<file path="src/rtl/nif_order_pkg.sv">
package nif_order_pkg;

   typedef enum logic [1:0] {
      KIND_RD  = 2'b00,
      KIND_WR  = 2'b01,
      KIND_BRD = 2'b10,
      KIND_BWR = 2'b11
   } nif_kind_e;

   function automatic logic kind_is_read(nif_kind_e k);
      return (k == KIND_RD) || (k == KIND_BRD);
   endfunction

   function automatic logic kind_is_burst(nif_kind_e k);
      return (k == KIND_BRD) || (k == KIND_BWR);
   endfunction

endpackage

</file>
<file path="src/rtl/nif_txn_tracker.sv">
module nif_txn_tracker
   import nif_order_pkg::*;
#(
   parameter int DEST_W  = 3,
   parameter int MAX_OUT = 4,
   parameter int CNT_W   = $clog2(MAX_OUT + 1)
) (
   input  logic              clk,
   input  logic              rst_n,
   input  logic              inc,
   input  logic [DEST_W-1:0] inc_dest,
   input  logic              done,
   input  logic              brd_start,
   input  logic              seq_busy,
   output logic              live,
   output logic              full,
   output logic [DEST_W-1:0] grp_dest,
   output logic              brd_flow
);

   logic [CNT_W-1:0]  cnt_q;
   logic [CNT_W-1:0]  cnt_d;
   logic [DEST_W-1:0] grp_q;
   logic              brd_q;
   logic              dec;

   assign dec = done && (cnt_q != '0);

   generate
      if (MAX_OUT == 1) begin : g_flag
         assign cnt_d = (inc || ((cnt_q != '0) && !dec)) ? CNT_W'(1) : '0;
      end else begin : g_count
         always_comb begin
            case ({inc, dec})
               2'b10:   cnt_d = cnt_q + CNT_W'(1);
               2'b01:   cnt_d = cnt_q - CNT_W'(1);
               default: cnt_d = cnt_q;
            endcase
         end
      end
   endgenerate

   always_ff @(posedge clk or negedge rst_n) begin
      if (!rst_n) begin
         cnt_q <= '0;
         grp_q <= '0;
         brd_q <= 1'b0;
      end else begin
         cnt_q <= cnt_d;
         if (cnt_d == '0) begin
            grp_q <= '0;
         end else if (inc && (cnt_q == '0)) begin
            grp_q <= inc_dest;
         end
         if (brd_start) begin
            brd_q <= 1'b1;
         end else if ((cnt_q == '0) && !seq_busy) begin
            brd_q <= 1'b0;
         end
      end
   end

   assign live     = (cnt_q != '0);
   assign full     = (cnt_q == CNT_W'(MAX_OUT));
   assign grp_dest = grp_q;
   assign brd_flow = brd_q && !((cnt_q == '0) && !seq_busy);

   AST_NO_OVERFLOW: assert property (@(posedge clk) disable iff (!rst_n)
      cnt_q <= CNT_W'(MAX_OUT));
   AST_INC_STEP: assert property (@(posedge clk) disable iff (!rst_n)
      inc && !done |=> cnt_q == $past(cnt_q) + CNT_W'(1));
   AST_NO_UNDERFLOW: assert property (@(posedge clk) disable iff (!rst_n)
      (cnt_q == '0) && done && !inc |=> cnt_q == '0);

endmodule

</file>
<file path="src/rtl/nif_issue_gate.sv">
module nif_issue_gate
   import nif_order_pkg::*;
#(
   parameter int DEST_W = 3
) (
   input  nif_kind_e         kind,
   input  logic [DEST_W-1:0] dest,
   input  logic              seq_busy,
   input  logic              live,
   input  logic [DEST_W-1:0] grp_dest,
   input  logic              full,
   input  logic              brd_flow,
   output logic              ok
);

   logic dest_ok;
   logic room_ok;
   logic flow_ok;

   always_comb begin
      dest_ok = !live || (dest == grp_dest);
      room_ok = !(kind_is_read(kind) && full);
      flow_ok = !((kind == KIND_BRD) && brd_flow);
      ok      = !seq_busy && dest_ok && room_ok && flow_ok;
   end

endmodule

</file>
<file path="src/rtl/nif_pkt_seq.sv">
module nif_pkt_seq
   import nif_order_pkg::*;
#(
   parameter int DEST_W = 3,
   parameter int LEN_W  = 3
) (
   input  logic              clk,
   input  logic              rst_n,
   input  logic              accept,
   input  nif_kind_e         acc_kind,
   input  logic [DEST_W-1:0] acc_dest,
   input  logic [LEN_W-1:0]  acc_len,
   input  logic              full,
   output logic              busy,
   output logic              fire,
   output nif_kind_e         fire_kind,
   output logic [DEST_W-1:0] fire_dest,
   output logic              hdr_valid,
   output nif_kind_e         hdr_kind,
   output logic [DEST_W-1:0] hdr_dest,
   output logic              hdr_hold,
   output logic              hdr_last
);

   logic              busy_q;
   logic [LEN_W-1:0]  rem_q;
   nif_kind_e         cur_kind_q;
   logic [DEST_W-1:0] cur_dest_q;
   logic [LEN_W-1:0]  first_len;
   logic              cont;
   logic              fire_last;
   logic              fire_hold;

   always_comb begin
      first_len = kind_is_burst(acc_kind) ? acc_len : '0;
      cont      = busy_q && !((cur_kind_q == KIND_BRD) && full);
      fire      = accept || cont;
      fire_kind = accept ? acc_kind : cur_kind_q;
      fire_dest = accept ? acc_dest : cur_dest_q;
      fire_last = accept ? (first_len == '0) : (rem_q == LEN_W'(1));
      fire_hold = (fire_kind == KIND_BWR) && !fire_last;
   end

   always_ff @(posedge clk or negedge rst_n) begin
      if (!rst_n) begin
         busy_q     <= 1'b0;
         rem_q      <= '0;
         cur_kind_q <= KIND_RD;
         cur_dest_q <= '0;
         hdr_valid  <= 1'b0;
         hdr_kind   <= KIND_RD;
         hdr_dest   <= '0;
         hdr_hold   <= 1'b0;
         hdr_last   <= 1'b0;
      end else begin
         hdr_valid <= fire;
         if (fire) begin
            hdr_kind <= fire_kind;
            hdr_dest <= fire_dest;
            hdr_hold <= fire_hold;
            hdr_last <= fire_last;
         end
         if (accept && (first_len != '0)) begin
            busy_q     <= 1'b1;
            rem_q      <= first_len;
            cur_kind_q <= acc_kind;
            cur_dest_q <= acc_dest;
         end else if (cont) begin
            rem_q <= rem_q - LEN_W'(1);
            if (rem_q == LEN_W'(1)) begin
               busy_q <= 1'b0;
            end
         end
      end
   end

   assign busy = busy_q;

   AST_HOLD_NOT_LAST: assert property (@(posedge clk) disable iff (!rst_n)
      hdr_valid && hdr_hold |-> !hdr_last);
   AST_HOLD_ONLY_BWR: assert property (@(posedge clk) disable iff (!rst_n)
      hdr_valid && (hdr_kind != KIND_BWR) |-> !hdr_hold);
   AST_BURST_BACK2BACK: assert property (@(posedge clk) disable iff (!rst_n)
      busy_q && (cur_kind_q != KIND_BRD) |=> hdr_valid);
   AST_NO_ACCEPT_BUSY: assert property (@(posedge clk) disable iff (!rst_n)
      busy_q |-> !accept);

endmodule

</file>
<file path="src/rtl/nif_order_ctrl.sv">
module nif_order_ctrl
   import nif_order_pkg::*;
#(
   parameter int DEST_W  = 3,
   parameter int LEN_W   = 3,
   parameter int MAX_OUT = 4
) (
   input  logic              clk,
   input  logic              rst_n,
   input  logic              cmd_valid,
   output logic              cmd_ready,
   input  logic [1:0]        cmd_kind,
   input  logic [DEST_W-1:0] cmd_dest,
   input  logic [LEN_W-1:0]  cmd_len,
   input  logic              rsp_done,
   output logic              hdr_valid,
   output logic [1:0]        hdr_kind,
   output logic [DEST_W-1:0] hdr_dest,
   output logic              hdr_hold,
   output logic              hdr_last
);

   localparam int CNT_W = $clog2(MAX_OUT + 1);

   generate
      if (DEST_W < 1) begin : g_bad_dest
         $error("DEST_W must be at least 1");
      end
      if (LEN_W < 1) begin : g_bad_len
         $error("LEN_W must be at least 1");
      end
      if (MAX_OUT < 1) begin : g_bad_max
         $error("MAX_OUT must be at least 1");
      end
   endgenerate

   nif_kind_e         kind;
   nif_kind_e         fire_kind;
   nif_kind_e         hdr_kind_e;
   logic [DEST_W-1:0] fire_dest;
   logic [DEST_W-1:0] grp_dest;
   logic              accept;
   logic              fire;
   logic              seq_busy;
   logic              live;
   logic              full;
   logic              brd_flow;
   logic              inc;
   logic              gate_ok;

   assign kind      = nif_kind_e'(cmd_kind);
   assign cmd_ready = gate_ok;
   assign accept    = cmd_valid && gate_ok;
   assign inc       = fire && kind_is_read(fire_kind);
   assign hdr_kind  = hdr_kind_e;

   nif_issue_gate #(.DEST_W(DEST_W)) i_gate (
      .kind     (kind),
      .dest     (cmd_dest),
      .seq_busy (seq_busy),
      .live     (live),
      .grp_dest (grp_dest),
      .full     (full),
      .brd_flow (brd_flow),
      .ok       (gate_ok)
   );

   nif_txn_tracker #(.DEST_W(DEST_W), .MAX_OUT(MAX_OUT), .CNT_W(CNT_W)) i_tracker (
      .clk       (clk),
      .rst_n     (rst_n),
      .inc       (inc),
      .inc_dest  (fire_dest),
      .done      (rsp_done),
      .brd_start (accept && (kind == KIND_BRD)),
      .seq_busy  (seq_busy),
      .live      (live),
      .full      (full),
      .grp_dest  (grp_dest),
      .brd_flow  (brd_flow)
   );

   nif_pkt_seq #(.DEST_W(DEST_W), .LEN_W(LEN_W)) i_seq (
      .clk       (clk),
      .rst_n     (rst_n),
      .accept    (accept),
      .acc_kind  (kind),
      .acc_dest  (cmd_dest),
      .acc_len   (cmd_len),
      .full      (full),
      .busy      (seq_busy),
      .fire      (fire),
      .fire_kind (fire_kind),
      .fire_dest (fire_dest),
      .hdr_valid (hdr_valid),
      .hdr_kind  (hdr_kind_e),
      .hdr_dest  (hdr_dest),
      .hdr_hold  (hdr_hold),
      .hdr_last  (hdr_last)
   );

   AST_DEST_GROUP: assert property (@(posedge clk) disable iff (!rst_n)
      hdr_valid && kind_is_read(hdr_kind_e) && $past(live) |-> hdr_dest == $past(grp_dest));
   AST_READ_ROOM: assert property (@(posedge clk) disable iff (!rst_n)
      full && !rsp_done |=> !(hdr_valid && kind_is_read(hdr_kind_e)));

endmodule

</file>
<file path="config.mk">
export PLATFORM = sky130hd
export DESIGN_NAME = nif_order_ctrl
export DESIGN_NICKNAME = d
export VERILOG_FILES = /design/src/rtl/nif_order_pkg.sv /design/src/rtl/nif_txn_tracker.sv /design/src/rtl/nif_issue_gate.sv /design/src/rtl/nif_pkt_seq.sv /design/src/rtl/nif_order_ctrl.sv
export SDC_FILE = /design/constraint.sdc
export NUM_CORES = 1
export LEC_CHECK = 0
export ABC_CLOCK_PERIOD_IN_PS = 5850
export BUFFER_PORTS_ARGS = -buffer_cell sky130_fd_sc_hd__buf_2
export CORE_MARGIN = 3
export CORE_UTILIZATION = 50
export DETAILED_ROUTE_END_ITERATION = 8
export PLACE_DENSITY = 0.75
export SKIP_LAST_GASP = 1
export SYNTH_ARGS = -nofsm -noshare
export SYNTH_HDL_FRONTEND = slang
export SYNTH_SLANG_ARGS = --single-unit
</file>
<file path="constraint.sdc">
create_clock -name clk -period 5.85 [get_ports clk]
set_input_delay 0.585 -clock clk [delete_from_list [all_inputs] [get_ports clk]]
set_output_delay 0.585 -clock clk [all_outputs]
set_load 0.01 [all_outputs]
</file>
==> reports/results.md <==
| Item | Reported | Unit |
|:---|:---|:---|
| Setup skew after layout | 10.3 | ps |
| Maximum buffer depth of the clock tree | 2 | - |
| Final worst-path cycle share | 0.490 | - |
| Largest voltage drop on the vdd net | 0.000349 | V |
| Root buf cell | clkbuf_4 | - |
| Post-synthesis net count | 134 | - |
| Sequential element share of the synthesized area | 0.461 | - |
| Met3 Usage GRT | 0.0362 | - |
| Highest Clock Rate | 349 | MHz |
| EDFF count, synth | 0 | - |
| Antenna diodes | 0 | - |
| Horizontal extent of the die | 57.1 | um |
| Routed length per instance | 15.3 | um |
| Count of final max-slew check failures | 0 | - |
| Number of clock sinks | 24 | - |
| Setup repair after global routing missed its margin | false | - |
| Placed inst area | 1420 | um2 |
| Most used DFF post-synth | dfrtp_1 | - |
| Fillers | 199 | - |
| Final Wtd Congestion | 0.864 | - |
| Library cell contributing the largest single delay on the critical path | or4b_4 | - |
| R2R Path Start | i_tracker.cnt_q[1] | - |
| Final Worst Setup Slack | 2980 | ps |
| Yosys synthesis warning count | 0 | - |
| Overall overflow remaining after global route | 0 | - |
| Share of cells above drive strength 1 | 0.217 | - |
| Most common cell in the synthesized netlist | dfrtp_1 | - |
| Filler-free cell count of the finished design | 166 | - |
| Cell family with the largest share of critical-path delay | simple AND/OR/NAND/NOR gates | - |
| Vias | 965 | - |
| Start point of the critical path | i_tracker.cnt_q[1] | - |
| Crit-path max cell delay | 570 | ps |
| Max-capacitance violation count | 0 | - |
| H-tree Lvls | 1 | - |
| Hold Path Class | in2async | - |
| Relative area change from synthesis to final layout | 10.6 | % |
| Global-route wire length before repair | 4550 | um |
| Outcome | complete, no violations | - |
| Fraction of met2 tracks used by global routing | 0.287 | - |
| Total wire length after detailed routing | 2530 | um |
| Height of the chip | 57.1 | um |
| Clock transition at path regs | 130 | ps |
| Synthesized area divided by synthesized cell count | 11.0 | um2 |
| Worst EP arrival | 3060 | ps |
| Cell area power density | 513 | nW/um2 |
| Vias in the first global route | 1,018 | - |
| Ordered cell list for the critical path | or4b_4, nand2_1, o21a_1, ha_1, inv_1, fa_1, xor2_1, o21a_1, nor4_1, nor3_1 | - |
| Area used by multi-input combinational logic | 657 | um2 |
| Total non-filler cell area in the finished layout | 1440 | um2 |
| Number of gates resized after cts | 0 | - |
| Synth top area share | 0.461 | - |
| Post-synthesis cell area | 1300 | um2 |
| Required time at the worst-slack endpoint | 6040 | ps |
| PnR Total Power | 0.740 | mW |
| Cell Rows | 17 | - |
| Final period demand of the worst path | 2870 | ps |
| Number of CTS-inserted buffers | 3 | - |
| Largest cells by area after synthesis | dfrtp_1 (46%), mux2_1 (6.0%), xnor2_1 (3.4%), ha_1 (2.9%), mux2_2 (2.6%) | - |
| Static Leak | 0.671 | nW |
| Worst-case hold slack | 221 | ps |
| Share of synthesized flip-flops with an asynchronous set or reset | 1.00 | - |
| Number of cells traversed by the worst register-to-register path | 10 | - |
| CTS tree | built | - |
| Setup_tns | 0 | ps |
| Clock Latency Late Sink | 320 | ps |
| Most instantiated cells after synthesis | dfrtp_1 (24), nand2_1 (8), inv_1 (7), mux2_1 (7), nor2_1 (7) | - |
| Count of nets after finishing | 156 | - |
| Biggest fanout along the worst timing path | 5 | - |
| Global-route usage over all layers | 0.176 | - |
| Count of final setup violators | 0 | - |
| Number of vias per cell | 5.81 | - |
| Setup CP Type | reg2reg | - |
| Post-cts hold buffer count | 0 | - |
| Worst reg-to-reg setup slack | 2980 | ps |
| Number of cells in the design after placement | 163 | - |
| Post-CTS repair timing setup buffer count | 0 | - |
| Half-perimeter wire length after placement | 1940 | um |
| GRT Max-Usage Layer | met2 | - |
| Total Die Area | 3260 | um2 |
| Number of buffer and inverter instances along the worst setup path | 1 | - |
| Type of destination of the critical path | flop | - |
| Residual antenna-violating net count after detailed routing | 0 | - |
| Initial DRC Count | 17 | - |
| Worst Tran Pin Value | 524 | ps |
| Std-Cell Core Area | 2340 | um2 |
| Remaining routing DRC violations | 0 | - |
| GR Util met1 | 0.230 | - |
| TritonRoute pass-1 iters | 4 | - |
| Top Ports | 21 | - |
| Post-Syn Instances | 118 | - |
| Post-synthesis register bit count | 24 | - |
| Worst-case headroom to the max-slew limit | 0.648 | - |
| I/O Buffers | 20 | - |
| Effective utilization at floorplan | 0.557 | - |
| Final core area utilization | 0.616 | - |
| Element type at the critical path start | flop | - |
| Sequential cell area | 601 | um2 |
| Post-synthesis cell type count | 40 | - |
| Hold Violations, Final | 0 | - |
| Largest area contributor in the synthesized netlist | dfrtp_1 | - |
| Capture instance of the worst register-to-register path | i_tracker.grp_dest[0] | - |
| Minimum setup slack after placement | 2730 | ps |
| Maximum number of pins on one net before global-route repair | 25 | - |
| Cell type with the highest occurrence count on the critical path | o21a_1 | - |
| Number of antenna violations at the first check in global routing | 0 | - |
-- per-layer routing --
layer	vias up	part of all wire
met5	-	0
met2	22	0.48
met4	0	0.017
met1	476	0.46
li1	463	-
met3	4	0.044
-- where the power goes --
part | total (mW) | switching, mW | internal (mW)
Sequential | 0.309 | 0.0652 | 0.244
Clock | 0.0738 | 0.0496 | 0.0242
Combinational | 0.357 | 0.178 | 0.178
Total | 0.740 | 0.293 | 0.446
-- layout by cell type, fill, tap and decap left out, types with 3 or more instances in the layout --
cell / instances
nor3_1: 4
mux2_2: 3
buf_2: 20
xnor2_1: 5
clkbuf_4: 3
dfrtp_1: 24
mux2_1: 7
o21a_1: 3
nor2_1: 7
o22ai_1: 3
nand2_1: 8
nor3b_1: 3
inv_1: 7
a22o_1: 3
ha_1: 3
mux2i_1: 3
nor2b_1: 3
-- how the worst max path moves through the flow --
stage / end / slack (ps) / cells past startpoint
after floorplan: i_tracker.grp_dest[0] / 3040 / 10
after global placement: i_tracker.grp_dest[2] / 2830 / 11
after detailed placement: i_tracker.grp_dest[0] / 2730 / 11
after CTS: i_tracker.grp_dest[0] / 2980 / 10
after global routing: i_tracker.grp_dest[2] / 2740 / 10
final: i_tracker.grp_dest[0] / 2980 / 10
-- kinds of logic after synthesis --
| kind of cell | share of synthesized area |
|---|---|
| AOI/OAI and AO/OA | 0.144 |
| muxes | 0.109 |
| DFF | 0.461 |
| adders and majority gates | 0.0441 |
| and+or+nand+nor | 0.166 |
| buffers and inverters | 0.0355 |
| xor gates and xnor gates | 0.0403 |
-- registers in the layout, summed over array words and instances, names as in the netlist --
name,count
i_seq.hdr_kind,2
i_tracker.grp_dest,3
i_seq.cur_kind_q,2
i_seq.cur_dest_q,3
i_seq.busy,1
i_seq.hdr_valid,1
i_seq.rem_q,3
i_seq.hdr_last,1
i_tracker.cnt_q,3
i_seq.hdr_dest,3
i_tracker.brd_q,1
i_seq.hdr_hold,1
-- final cells by class --
cell class	count	area share
sequential	24	0.417
inverter	7	0.0182
timing repair buffer	20	0.0694
multi-input combinational	84	0.456
tap	28	0.0243
clock buffer	3	0.0156
Power figures use the tool's default switching activity.
